===== src/rtl/fsup_pkg.sv =====
package fsup_pkg;
    typedef enum logic [1:0] {
        QL_IDLE  = 2'd0,
        QL_COUNT = 2'd1,
        QL_HIT   = 2'd2
    } qual_state_e;

    typedef enum logic [1:0] {
        BR_RUN  = 2'd0,
        BR_HOLD = 2'd1,
        BR_LOCK = 2'd2
    } bridge_state_e;

    localparam int unsigned CAUSE_W = 4;
    localparam int unsigned IDX_ILIM = 0;
    localparam int unsigned IDX_OCP  = 1;
    localparam int unsigned IDX_OT   = 2;
    localparam int unsigned IDX_UV   = 3;
endpackage


===== src/rtl/fsup_persist.sv =====
module fsup_persist
    import fsup_pkg::*;
#(
    parameter int unsigned LIMIT = 4
) (
    input  logic clk,
    input  logic rst_n,
    input  logic cond,
    output logic hit
);
    localparam int unsigned CW = (LIMIT < 2) ? 1 : $clog2(LIMIT + 1);
    localparam logic [CW:0] LIM_V = (CW + 1)'(LIMIT);

    qual_state_e   st_q, st_d;
    logic [CW-1:0] cnt_q, cnt_d;
    logic [CW:0]   cnt_inc;

    always_comb begin
        cnt_inc = {1'b0, cnt_q} + (CW + 1)'(1);
        st_d    = st_q;
        cnt_d   = cnt_q;
        unique case (st_q)
            QL_IDLE, QL_COUNT: begin
                if (!cond) begin
                    st_d  = QL_IDLE;
                    cnt_d = '0;
                end else if (cnt_inc >= LIM_V) begin
                    st_d  = QL_HIT;
                    cnt_d = '0;
                end else begin
                    st_d  = QL_COUNT;
                    cnt_d = cnt_inc[CW-1:0];
                end
            end
            QL_HIT: begin
                if (!cond) st_d = QL_IDLE;
            end
            default: begin
                st_d  = QL_IDLE;
                cnt_d = '0;
            end
        endcase
    end

    always_ff @(posedge clk or negedge rst_n) begin
        if (!rst_n) begin
            st_q  <= QL_IDLE;
            cnt_q <= '0;
        end else begin
            st_q  <= st_d;
            cnt_q <= cnt_d;
        end
    end

    always_comb begin
        hit = (st_q == QL_HIT);
    end

    // a dropped condition always returns the qualifier to its start
    p_drop_restarts_r2: assert property (@(posedge clk) disable iff (!rst_n)
        !cond |=> (!hit && cnt_q == '0));

    // a hit is only ever seen right after the condition was sampled high
    p_hit_needs_cond_r2: assert property (@(posedge clk) disable iff (!rst_n)
        $rose(hit) |-> $past(cond));
endmodule


===== src/rtl/fsup_latch.sv =====
module fsup_latch #(
    parameter int unsigned W = 4
) (
    input  logic         clk,
    input  logic         rst_n,
    input  logic [W-1:0] set_i,
    input  logic [W-1:0] clr_i,
    output logic [W-1:0] q
);
    for (genvar b = 0; b < W; b++) begin : g_bit
        always_ff @(posedge clk or negedge rst_n) begin
            if (!rst_n)         q[b] <= 1'b0;
            else if (set_i[b])  q[b] <= 1'b1;
            else if (clr_i[b])  q[b] <= 1'b0;
        end

        // a cause present at an edge wins over a clear at the same edge
        p_set_wins_r10: assert property (@(posedge clk) disable iff (!rst_n)
            set_i[b] |=> q[b]);
    end
endmodule


===== src/rtl/fsup_bridge.sv =====
module fsup_bridge
    import fsup_pkg::*;
(
    input  logic clk,
    input  logic rst_n,
    input  logic ocp_hit,
    input  logic auto_trip,
    input  logic clear_req,
    output logic bridge_off
);
    bridge_state_e st_q, st_d;

    always_comb begin
        st_d = st_q;
        unique case (st_q)
            BR_RUN, BR_HOLD: begin
                if (ocp_hit)        st_d = BR_LOCK;
                else if (auto_trip) st_d = BR_HOLD;
                else                st_d = BR_RUN;
            end
            BR_LOCK: begin
                if (ocp_hit || !clear_req) st_d = BR_LOCK;
                else if (auto_trip)        st_d = BR_HOLD;
                else                       st_d = BR_RUN;
            end
            default: st_d = BR_RUN;
        endcase
    end

    always_ff @(posedge clk or negedge rst_n) begin
        if (!rst_n) st_q <= BR_RUN;
        else        st_q <= st_d;
    end

    always_comb begin
        bridge_off = (st_q != BR_RUN);
    end

    // once locked, only a clear request can release the bridge
    p_lock_needs_clear_r5: assert property (@(posedge clk) disable iff (!rst_n)
        (st_q == BR_LOCK && !clear_req) |=> (st_q == BR_LOCK));
endmodule


===== src/rtl/fault_supervisor.sv =====
module fault_supervisor
    import fsup_pkg::*;
#(
    parameter int unsigned NUM_SW   = 4,
    parameter int unsigned ILIM_CYC = 13_750_000,
    parameter int unsigned OCP_CYC  = 100
) (
    input  logic              clk,
    input  logic              rst_n,
    input  logic              ilim_cmp,
    input  logic [NUM_SW-1:0] sw_oc,
    input  logic              over_temp,
    input  logic              under_volt,
    input  logic              drv_a,
    input  logic              drv_b,
    input  logic              clear_req,
    output logic [4:0]        flt_status,
    output logic              flt_pull_low,
    output logic              bridge_off
);
    logic               coast;
    logic               ilim_live, ocp_live;
    logic               ilim_hit, ocp_hit;
    logic [CAUSE_W-1:0] cause_set, cause_clr, cause_q;

    always_comb begin
        coast     = !drv_a && !drv_b;
        ilim_live = ilim_cmp && !coast;
        ocp_live  = |sw_oc;
    end

    fsup_persist #(.LIMIT(ILIM_CYC)) u_ilim_qual (
        .clk   (clk),
        .rst_n (rst_n),
        .cond  (ilim_live),
        .hit   (ilim_hit)
    );

    fsup_persist #(.LIMIT(OCP_CYC)) u_ocp_qual (
        .clk   (clk),
        .rst_n (rst_n),
        .cond  (ocp_live),
        .hit   (ocp_hit)
    );

    always_comb begin
        cause_set           = '0;
        cause_set[IDX_ILIM] = ilim_hit && !coast;
        cause_set[IDX_OCP]  = ocp_hit;
        cause_set[IDX_OT]   = over_temp;
        cause_set[IDX_UV]   = under_volt;
        cause_clr           = {CAUSE_W{clear_req}};
        cause_clr[IDX_ILIM] = clear_req || coast;
    end

    fsup_latch #(.W(CAUSE_W)) u_status (
        .clk   (clk),
        .rst_n (rst_n),
        .set_i (cause_set),
        .clr_i (cause_clr),
        .q     (cause_q)
    );

    fsup_bridge u_bridge (
        .clk        (clk),
        .rst_n      (rst_n),
        .ocp_hit    (ocp_hit),
        .auto_trip  (over_temp || under_volt),
        .clear_req  (clear_req),
        .bridge_off (bridge_off)
    );

    always_comb begin
        flt_status   = {|cause_q, cause_q};
        flt_pull_low = |cause_q;
    end

    // the bridge is only ever off with a shutdown-class cause recorded
    p_off_has_cause_r1: assert property (@(posedge clk) disable iff (!rst_n)
        bridge_off |-> (flt_status[1] || flt_status[2] || flt_status[3]));

    // coasting empties the current-limit bit on the next edge
    p_coast_clears_r3: assert property (@(posedge clk) disable iff (!rst_n)
        coast |=> !flt_status[0]);

    // a latched overcurrent keeps the bridge off until a clear
    p_ocp_latched_r5: assert property (@(posedge clk) disable iff (!rst_n)
        (flt_status[1] && !clear_req) |=> (flt_status[1] && bridge_off));

    // over-temperature shuts the bridge down on the next edge
    p_ot_shuts_r6: assert property (@(posedge clk) disable iff (!rst_n)
        over_temp |=> (bridge_off && flt_status[2]));

    // undervoltage shuts the bridge down on the next edge
    p_uv_shuts_r7: assert property (@(posedge clk) disable iff (!rst_n)
        under_volt |=> (bridge_off && flt_status[3]));

    // a newly raised current-limit bit always pulls the fault pin
    p_pin_follows_r8: assert property (@(posedge clk) disable iff (!rst_n)
        $rose(flt_status[0]) |-> (flt_pull_low && flt_status[4]));
endmodule


===== config.mk =====
export PLATFORM = sky130hd
export DESIGN_NAME = fault_supervisor
export DESIGN_NICKNAME = d
export VERILOG_FILES = /design/src/rtl/fsup_pkg.sv /design/src/rtl/fsup_persist.sv /design/src/rtl/fsup_latch.sv /design/src/rtl/fsup_bridge.sv /design/src/rtl/fault_supervisor.sv
export SDC_FILE = /design/constraint.sdc
export NUM_CORES = 1
export LEC_CHECK = 0
export BUFFER_PORTS_ARGS = -buffer_cell sky130_fd_sc_hd__buf_2
export CORE_UTILIZATION = 25
export CTS_CLUSTER_DIAMETER = 200
export CTS_CLUSTER_SIZE = 10
export DETAILED_ROUTE_END_ITERATION = 16
export PLACE_DENSITY = 0.38
export SLEW_MARGIN = 20
export SYNTH_ARGS = -nofsm -noshare
export SYNTH_HDL_FRONTEND = slang
export SYNTH_SLANG_ARGS = --single-unit

===== constraint.sdc =====
create_clock -name clk -period 8.5 [get_ports clk]
set_clock_uncertainty 0.15 [all_clocks]
set_input_delay 1.275 -clock clk [delete_from_list [all_inputs] [get_ports clk]]
set_output_delay 1.275 -clock clk [all_outputs]
set_load 0.02 [all_outputs]

==> impl_metrics.yaml, run 1 <==
final_layout:
  n_fill_cell: 1066
  area_delta_synth_final_pct: 10.7
  ff_latch_area_sq_mm: 0.00103
  finalNetCount: 315
  layout-drive-gt1-share_pct: 12.6
  design_area_sq_mm: 0.00284
  final_cell_mix: "41 x dfrtp_1, 32 x nand2_1, 28 x o21ai_0"
  diodes: 0
  layout_commonest_cell: "dfrtp_1"
  multi_input_area_sq_mm: 0.00140
yosys:
  yosysTopAreaCellShare_pct: 40.0
  yosys-top-cells-area: "dfrtp_1 40%, o21ai_0 5.5%, nand2_1 4.7%, a21oi_1 3.3%, a22o_1 3.1%"
  ys_seq_area_share_pct: 40.0
  ys_warn_count: 0
  netlist-cell-type-count: 56
  synth_area_per_cell_sq_um: 8.78
  synth-edff-count: 0
  synth_nets: 307
  synthesis.instances: 292
  synth_area_leader_cell: "dfrtp_1"
  synth_seq_cells: 41
  synth_ff_type: "dfrtp_1"
  async_flop_share_pct: 100
  syn-cell-area_sq_mm: 0.00256
route:
  drtIter0Drc: 120
  wl_microns: 6530
  wl_per_cell_microns: 15.1
  antenna_left: 0
  drc: 0
  via_per_inst: 5.17
  vias: 2242
  drtPass1Iterations: 4
outcome:
  status: "completed"
setup_path:
  cp.arrival_ps: 3810
  reg2reg_depth: 10
  worstSetupEndpointType: "flop"
  required_ps: 8550
  regToRegStartpoint: "u_ilim_qual.cnt_q[0]$_DFFE_PN0P_"
  crit_path_start_kind: "flop"
  r2r_end: "u_ilim_qual.cnt_q[5]$_DFFE_PN0P_"
  crit_fanout: 25
  r2r_slack_ps: 4730
  worst-setup-path-type: "reg -> reg"
clock_network:
  htreeDepth: 2
  postCtsSetupRepairBufs: 0
  hold_buffers: 0
  clock_latency_ps: 300
  post_cts_resized: 0
  cts_tree: "yes"
  cts-root-buf: "clkbuf_8"
  clk_pin_slew_ps: 90
  cts_buffer_depth: 2
  cts_buffers: 5
  clock_sinks: 41
power_and_ir_drop:
  peakVddDrop_uv: 60.7
  p_int_mw: 0.322
  swShare_pct: 28.2
  p_switching_mw: 0.126
  total_power_mw: 0.448
  powerDensity_mw_per_mm2: 158
  pwr-share-seq_pct: 51.3
  p_leak_nw: 1.17
  clock_power_share_pct: 36.6
  p_comb_share_pct: 12.2
sta:
  timing.hold.ws_ps: 308
  rsz0062_at_grt: "false"
  post-route-period-util_pct: 44.3
  max_freq_ghz: 0.265
  slew_violations: 0
  maxSlewHeadroom_pct: 27.3
  fin_crit_ps: 3770
  setup_viol: 0
  tns_ps: 0
  finalHoldViolations: 0
  worst_slack_ps: 4730
  tightest_slew_ps: 1090
place:
  gp_congestion: 0.761
  dp_hpwl_microns: 4610
  place_area_sq_mm: 0.00272
  portBuffers: 18
  pre_cts_ws_ps: 4760
global_route:
  antenna_found_initial: 0
  grt_pass1_wl_microns: 11100
  grt_max_degree: 42
  overflow: 0
  grt_pass1_vias: 2137
  grt_use_total_pct: 13.6
hold_path:
  min_to: "u_bridge.st_q[1]$_DFF_PN0_"
  hp-class: "reg -> reg"
  min_path_cells: 1
  holdCritStartpoint: "u_bridge.st_q[0]$_DFF_PN0_"
die:
  pin_count: 19
  initial_utilization_pct: 26.0
  core_sq_mm: 0.00986
  fp.dieW_microns: 103
  rows: 36
  dieArea_sq_mm: 0.0107
  die_h_microns: 103
run:
  cap_violations: 0
cells in the mapped netlist, drive strengths merged, types with 2 or more instances:
master,number
o311ai,4
or4,4
a211oi,2
or2,2
a21oi,17
nand2b,3
inv,10
a21o,10
or3,11
nand2,32
mux2i,3
a21boi,2
nor3,11
o21a,3
ha,3
nand3,15
nor2b,2
clkbuf,8
nor2,14
o21ai,30
xor2,2
nand4,10
buf,9
xnor2,2
and3,9
nor4,9
dfrtp,41
a22o,9
logic make-up (layout without fill, tap and decap cells):
| family | Yosys count | count (layout) | share of synthesized area, % |
|---|---|---|---|
| buffers and inverters | 27 | 36 | 5.41 |
| muxes | 3 | 3 | 1.17 |
| and+or+nand+nor | 127 | 127 | 28.3 |
| DFF | 41 | 41 | 40.0 |
| AOI/OAI and AO/OA | 87 | 87 | 22.3 |
| adders and majority gates | 3 | 3 | 1.46 |
| xor gates and xnor gates | 4 | 4 | 1.37 |
how the worst max path moves through the flow:
| stage | from | to | slack (ps) |
|---|---|---|---|
| 2_1_floorplan | u_ilim_qual.cnt_q[0]$_DFFE_PN0P_ | u_ilim_qual.cnt_q[19]$_DFFE_PN0P_ | 5640 |
| 3_3_place_gp | u_ilim_qual.cnt_q[0]$_DFFE_PN0P_ | u_ilim_qual.cnt_q[3]$_DFFE_PN0P_ | 4780 |
| 3_5_place_dp | u_ilim_qual.cnt_q[0]$_DFFE_PN0P_ | u_ilim_qual.cnt_q[3]$_DFFE_PN0P_ | 4760 |
| 4_1_cts | u_ilim_qual.cnt_q[0]$_DFFE_PN0P_ | u_ilim_qual.cnt_q[5]$_DFFE_PN0P_ | 4720 |
| 5_1_grt | u_ilim_qual.cnt_q[0]$_DFFE_PN0P_ | u_ilim_qual.cnt_q[3]$_DFFE_PN0P_ | 4450 |
| 6_report | u_ilim_qual.cnt_q[0]$_DFFE_PN0P_ | u_ilim_qual.cnt_q[5]$_DFFE_PN0P_ | 4730 |
layout make-up:
type	count	area share, %
clock buffers	5	2.42
well taps	133	5.86
multi-input cells	224	49.3
inverters	10	1.41
clock inverters	3	1.63
flip-flops and latches	41	36.1
repair buffers	18	3.26
per-layer routing:
metal / routed length [microns] / track usage (%) / share of wire (%)
met5: 0 / 0 / 0
met4: 72 / 3.90 / 1.1
met2: 2880 / 21.1 / 44
met3: 223 / 2.62 / 3.4
met1: 3360 / 19.3 / 51
power by group through the flow:
stage / clock network (mW) / registers (mW) / logic, mW
final: 0.164 / 0.229 / 0.0545
after global routing: 0.177 / 0.234 / 0.0651
after CTS: 0.169 / 0.229 / 0.0558
after detailed placement: 0 / 0.233 / 0.0560
after global placement: 0 / 0.233 / 0.0554
after floorplan: 0 / 0.229 / 0.0411
registers in the layout (all words and copies together), names as in the netlist:
name               flops
u_ocp_qual.st_q        2
u_bridge.st_q          2
u_ilim_qual.cnt_q     24
u_ilim_qual.st_q       2
u_status.q             4
u_ocp_qual.cnt_q       7
stage by stage:
stage,util (%),instances
final,28.8,434
after detailed placement,27.6,426
after global placement,27.6,426
after floorplan,-,292
after global routing,28.8,434
after CTS,28.8,434
critical path, cell delays in order (launching register included):
cell	delay, ps
dfrtp_1	430
ha_1	300
nand3_1	280
nor4_2	760
or3_1	210
a32oi_1	90
or4_4	570
nand3_4	300
inv_4	190
and3_1	230
a21o_1	150
Note: power is estimated with default switching activity, not from simulation.
==> inputs of run 2 (changes only) <==
PLACE_DENSITY = 0.39   (was 0.38)
clock period = 3.19 ns   (was 8.5 ns; I/O delays follow)
==> run 2 against run 1 <==
Non-clock buffer count increased by 31. Critical path depth unchanged. Count of clock-buffer cells in the layout increased by 1. Setup slack worse by 4500 ps. Sequential cell count did not move. First-iteration DRC count fell by 44%. Cell count increased by 7.1%.
==> impl_metrics.yaml, run 2 (synthesis results as in run 1) <==
sta:
  maxSlewHeadroom_pct: 57.4
  setup_viol: 0
  rsz0062_at_grt: "false"
  finalHoldViolations: 0
  slew_violations: 0
  timing.hold.ws_ps: 26.1
  max_freq_ghz: 0.333
  tightest_slew_ps: 638
  fin_crit_ps: 3000
  worst_slack_ps: 187
  post-route-period-util_pct: 94.1
  tns_ps: 0
route:
  drc: 0
  wl_met1_microns: 3550
  vias: 2338
  highest_layer: "met4"
  antenna_left: 0
  wl_met2_microns: 3230
  drtPass1Iterations: 5
  drtIter0Drc: 67
  wl_microns: 7030
  via_per_inst: 5.03
  wl_met3_microns: 180
  wl_per_cell_microns: 15.1
final_layout:
  largest_reg_flops: 24
  finalNetCount: 346
  design_area_sq_mm: 0.00304
  final_cell_mix: "41 x dfrtp_1, 32 x nand2_1, 32 x buf_4"
  fin_cells: 465
  top_regs: "u_ilim_qual.cnt_q x24, u_ocp_qual.cnt_q x7, u_status.q x4"
  final_core_util_pct: 30.8
  max_flop_register: "u_ilim_qual.cnt_q"
  diodes: 0
  layout_commonest_cell: "dfrtp_1"
  layout-drive-gt1-share_pct: 20.5
  area_delta_synth_final_pct: 18.6
clock_network:
  cts_tree: "yes"
  clk_pin_slew_ps: 80
  clock_latency_ps: 290
  cts-root-buf: "clkbuf_8"
  clock_sinks: 41
  htreeDepth: 2
  cts_buffers: 5
  cts_buffer_depth: 2
global_route:
  overflow: 0
  grt_use_total_pct: 14.1
  grt_pass1_wl_microns: 11500
  grt_pass1_vias: 2283
  grt_max_degree: 42
  antenna_found_initial: 0
outcome:
  status: "completed"
place:
  place_area_sq_mm: 0.00293
  portBuffers: 18
  pre_cts_ws_ps: 106
  dp_cells: 454
  dp_hpwl_microns: 5040
  gp_congestion: 0.770
power_and_ir_drop:
  powerDensity_mw_per_mm2: 365
  peakVddDrop_uv: 141
  p_leak_nw: 1.31
  total_power_mw: 1.11
setup_path:
  cp.arrival_ps: 3040
  crit_fanout: 10
  worstSetupEndpointType: "flop"
  worst-setup-path-type: "reg -> reg"
  required_ps: 3220
  crit_path_start_kind: "flop"
die:
  pin_count: 19
  dieArea_sq_mm: 0.0107
  die_h_microns: 103
  fp.dieW_microns: 103
  core_sq_mm: 0.00986
  initial_utilization_pct: 26.0
  rows: 36
run:
  cap_violations: 0
hold_path:
  hp-class: "in -> async"
run 2: cell count changes in the layout (fill, tap and decap cells not counted), sizes merged:
cell,previous run,this run
bufinv,1,0
clkbuf,5,6
clkinv,1,2
clkinvlp,1,0
buf,18,49
run 2: worst paths after layout:
kind	cells after the start	from	slack (ps)	to
min in group clk	2	under_volt	240	u_status.q[3]$_DFFE_PN0P_
worst max-delay path	10	u_ilim_qual.cnt_q[0]$_DFFE_PN0P_	190	u_ilim_qual.cnt_q[4]$_DFFE_PN0P_
max in group asynchronous	1	rst_n	2480	u_ilim_qual.cnt_q[12]$_DFFE_PN0P_
worst min register to register	1	u_bridge.st_q[0]$_DFF_PN0_	310	u_bridge.st_q[1]$_DFF_PN0_
worst min-delay path	1	rst_n	30	u_status.q[3]$_DFFE_PN0P_
worst max register to register	10	u_ilim_qual.cnt_q[0]$_DFFE_PN0P_	190	u_ilim_qual.cnt_q[4]$_DFFE_PN0P_
run 2: where the power goes:
group / internal [mW] / switching (mW) / total (mW) / leakage, nW
clock network: 0.152 / 0.190 / 0.342 / 0.0450
registers: 0.559 / 0.0520 / 0.611 / 0.546
logic: 0.0700 / 0.0873 / 0.157 / 0.722
total: 0.781 / 0.329 / 1.11 / 1.31
run 2: routing by layer:
layer	vias up	track usage [%]
met5	-	0
met4	0	3.68
met3	4	2.49
met2	33	23.7
met1	1134	18.8
li1	1167	-
run 2: repair_timing:
item | in CTS | in global routing
hold buffers | 0 | 0
gates resized for setup | 0 | 1
setup buffers | 0 | 3
endpoints found under the setup margin | 0 | 14
run 2: layout make-up:
cell class,instances,area (sq um)
clock buffers,6,72.6
clock inverters,2,10.0
fillers,1038,6820
inverters,10,42.5
multi-input cells,224,1400
flip-flops and latches,41,1030
well taps,133,166
repair buffers,49,325
run 2: worst max-delay path, stage by stage (launching register included):
cell	delay [ps]
dfrtp_1	390
ha_1	240
and3_1	220
or3_1	320
a211oi_2	220
o22ai_1	110
or4_4	570
nand3_4	160
buf_4	200
o21ai_0	90
a22o_1	220
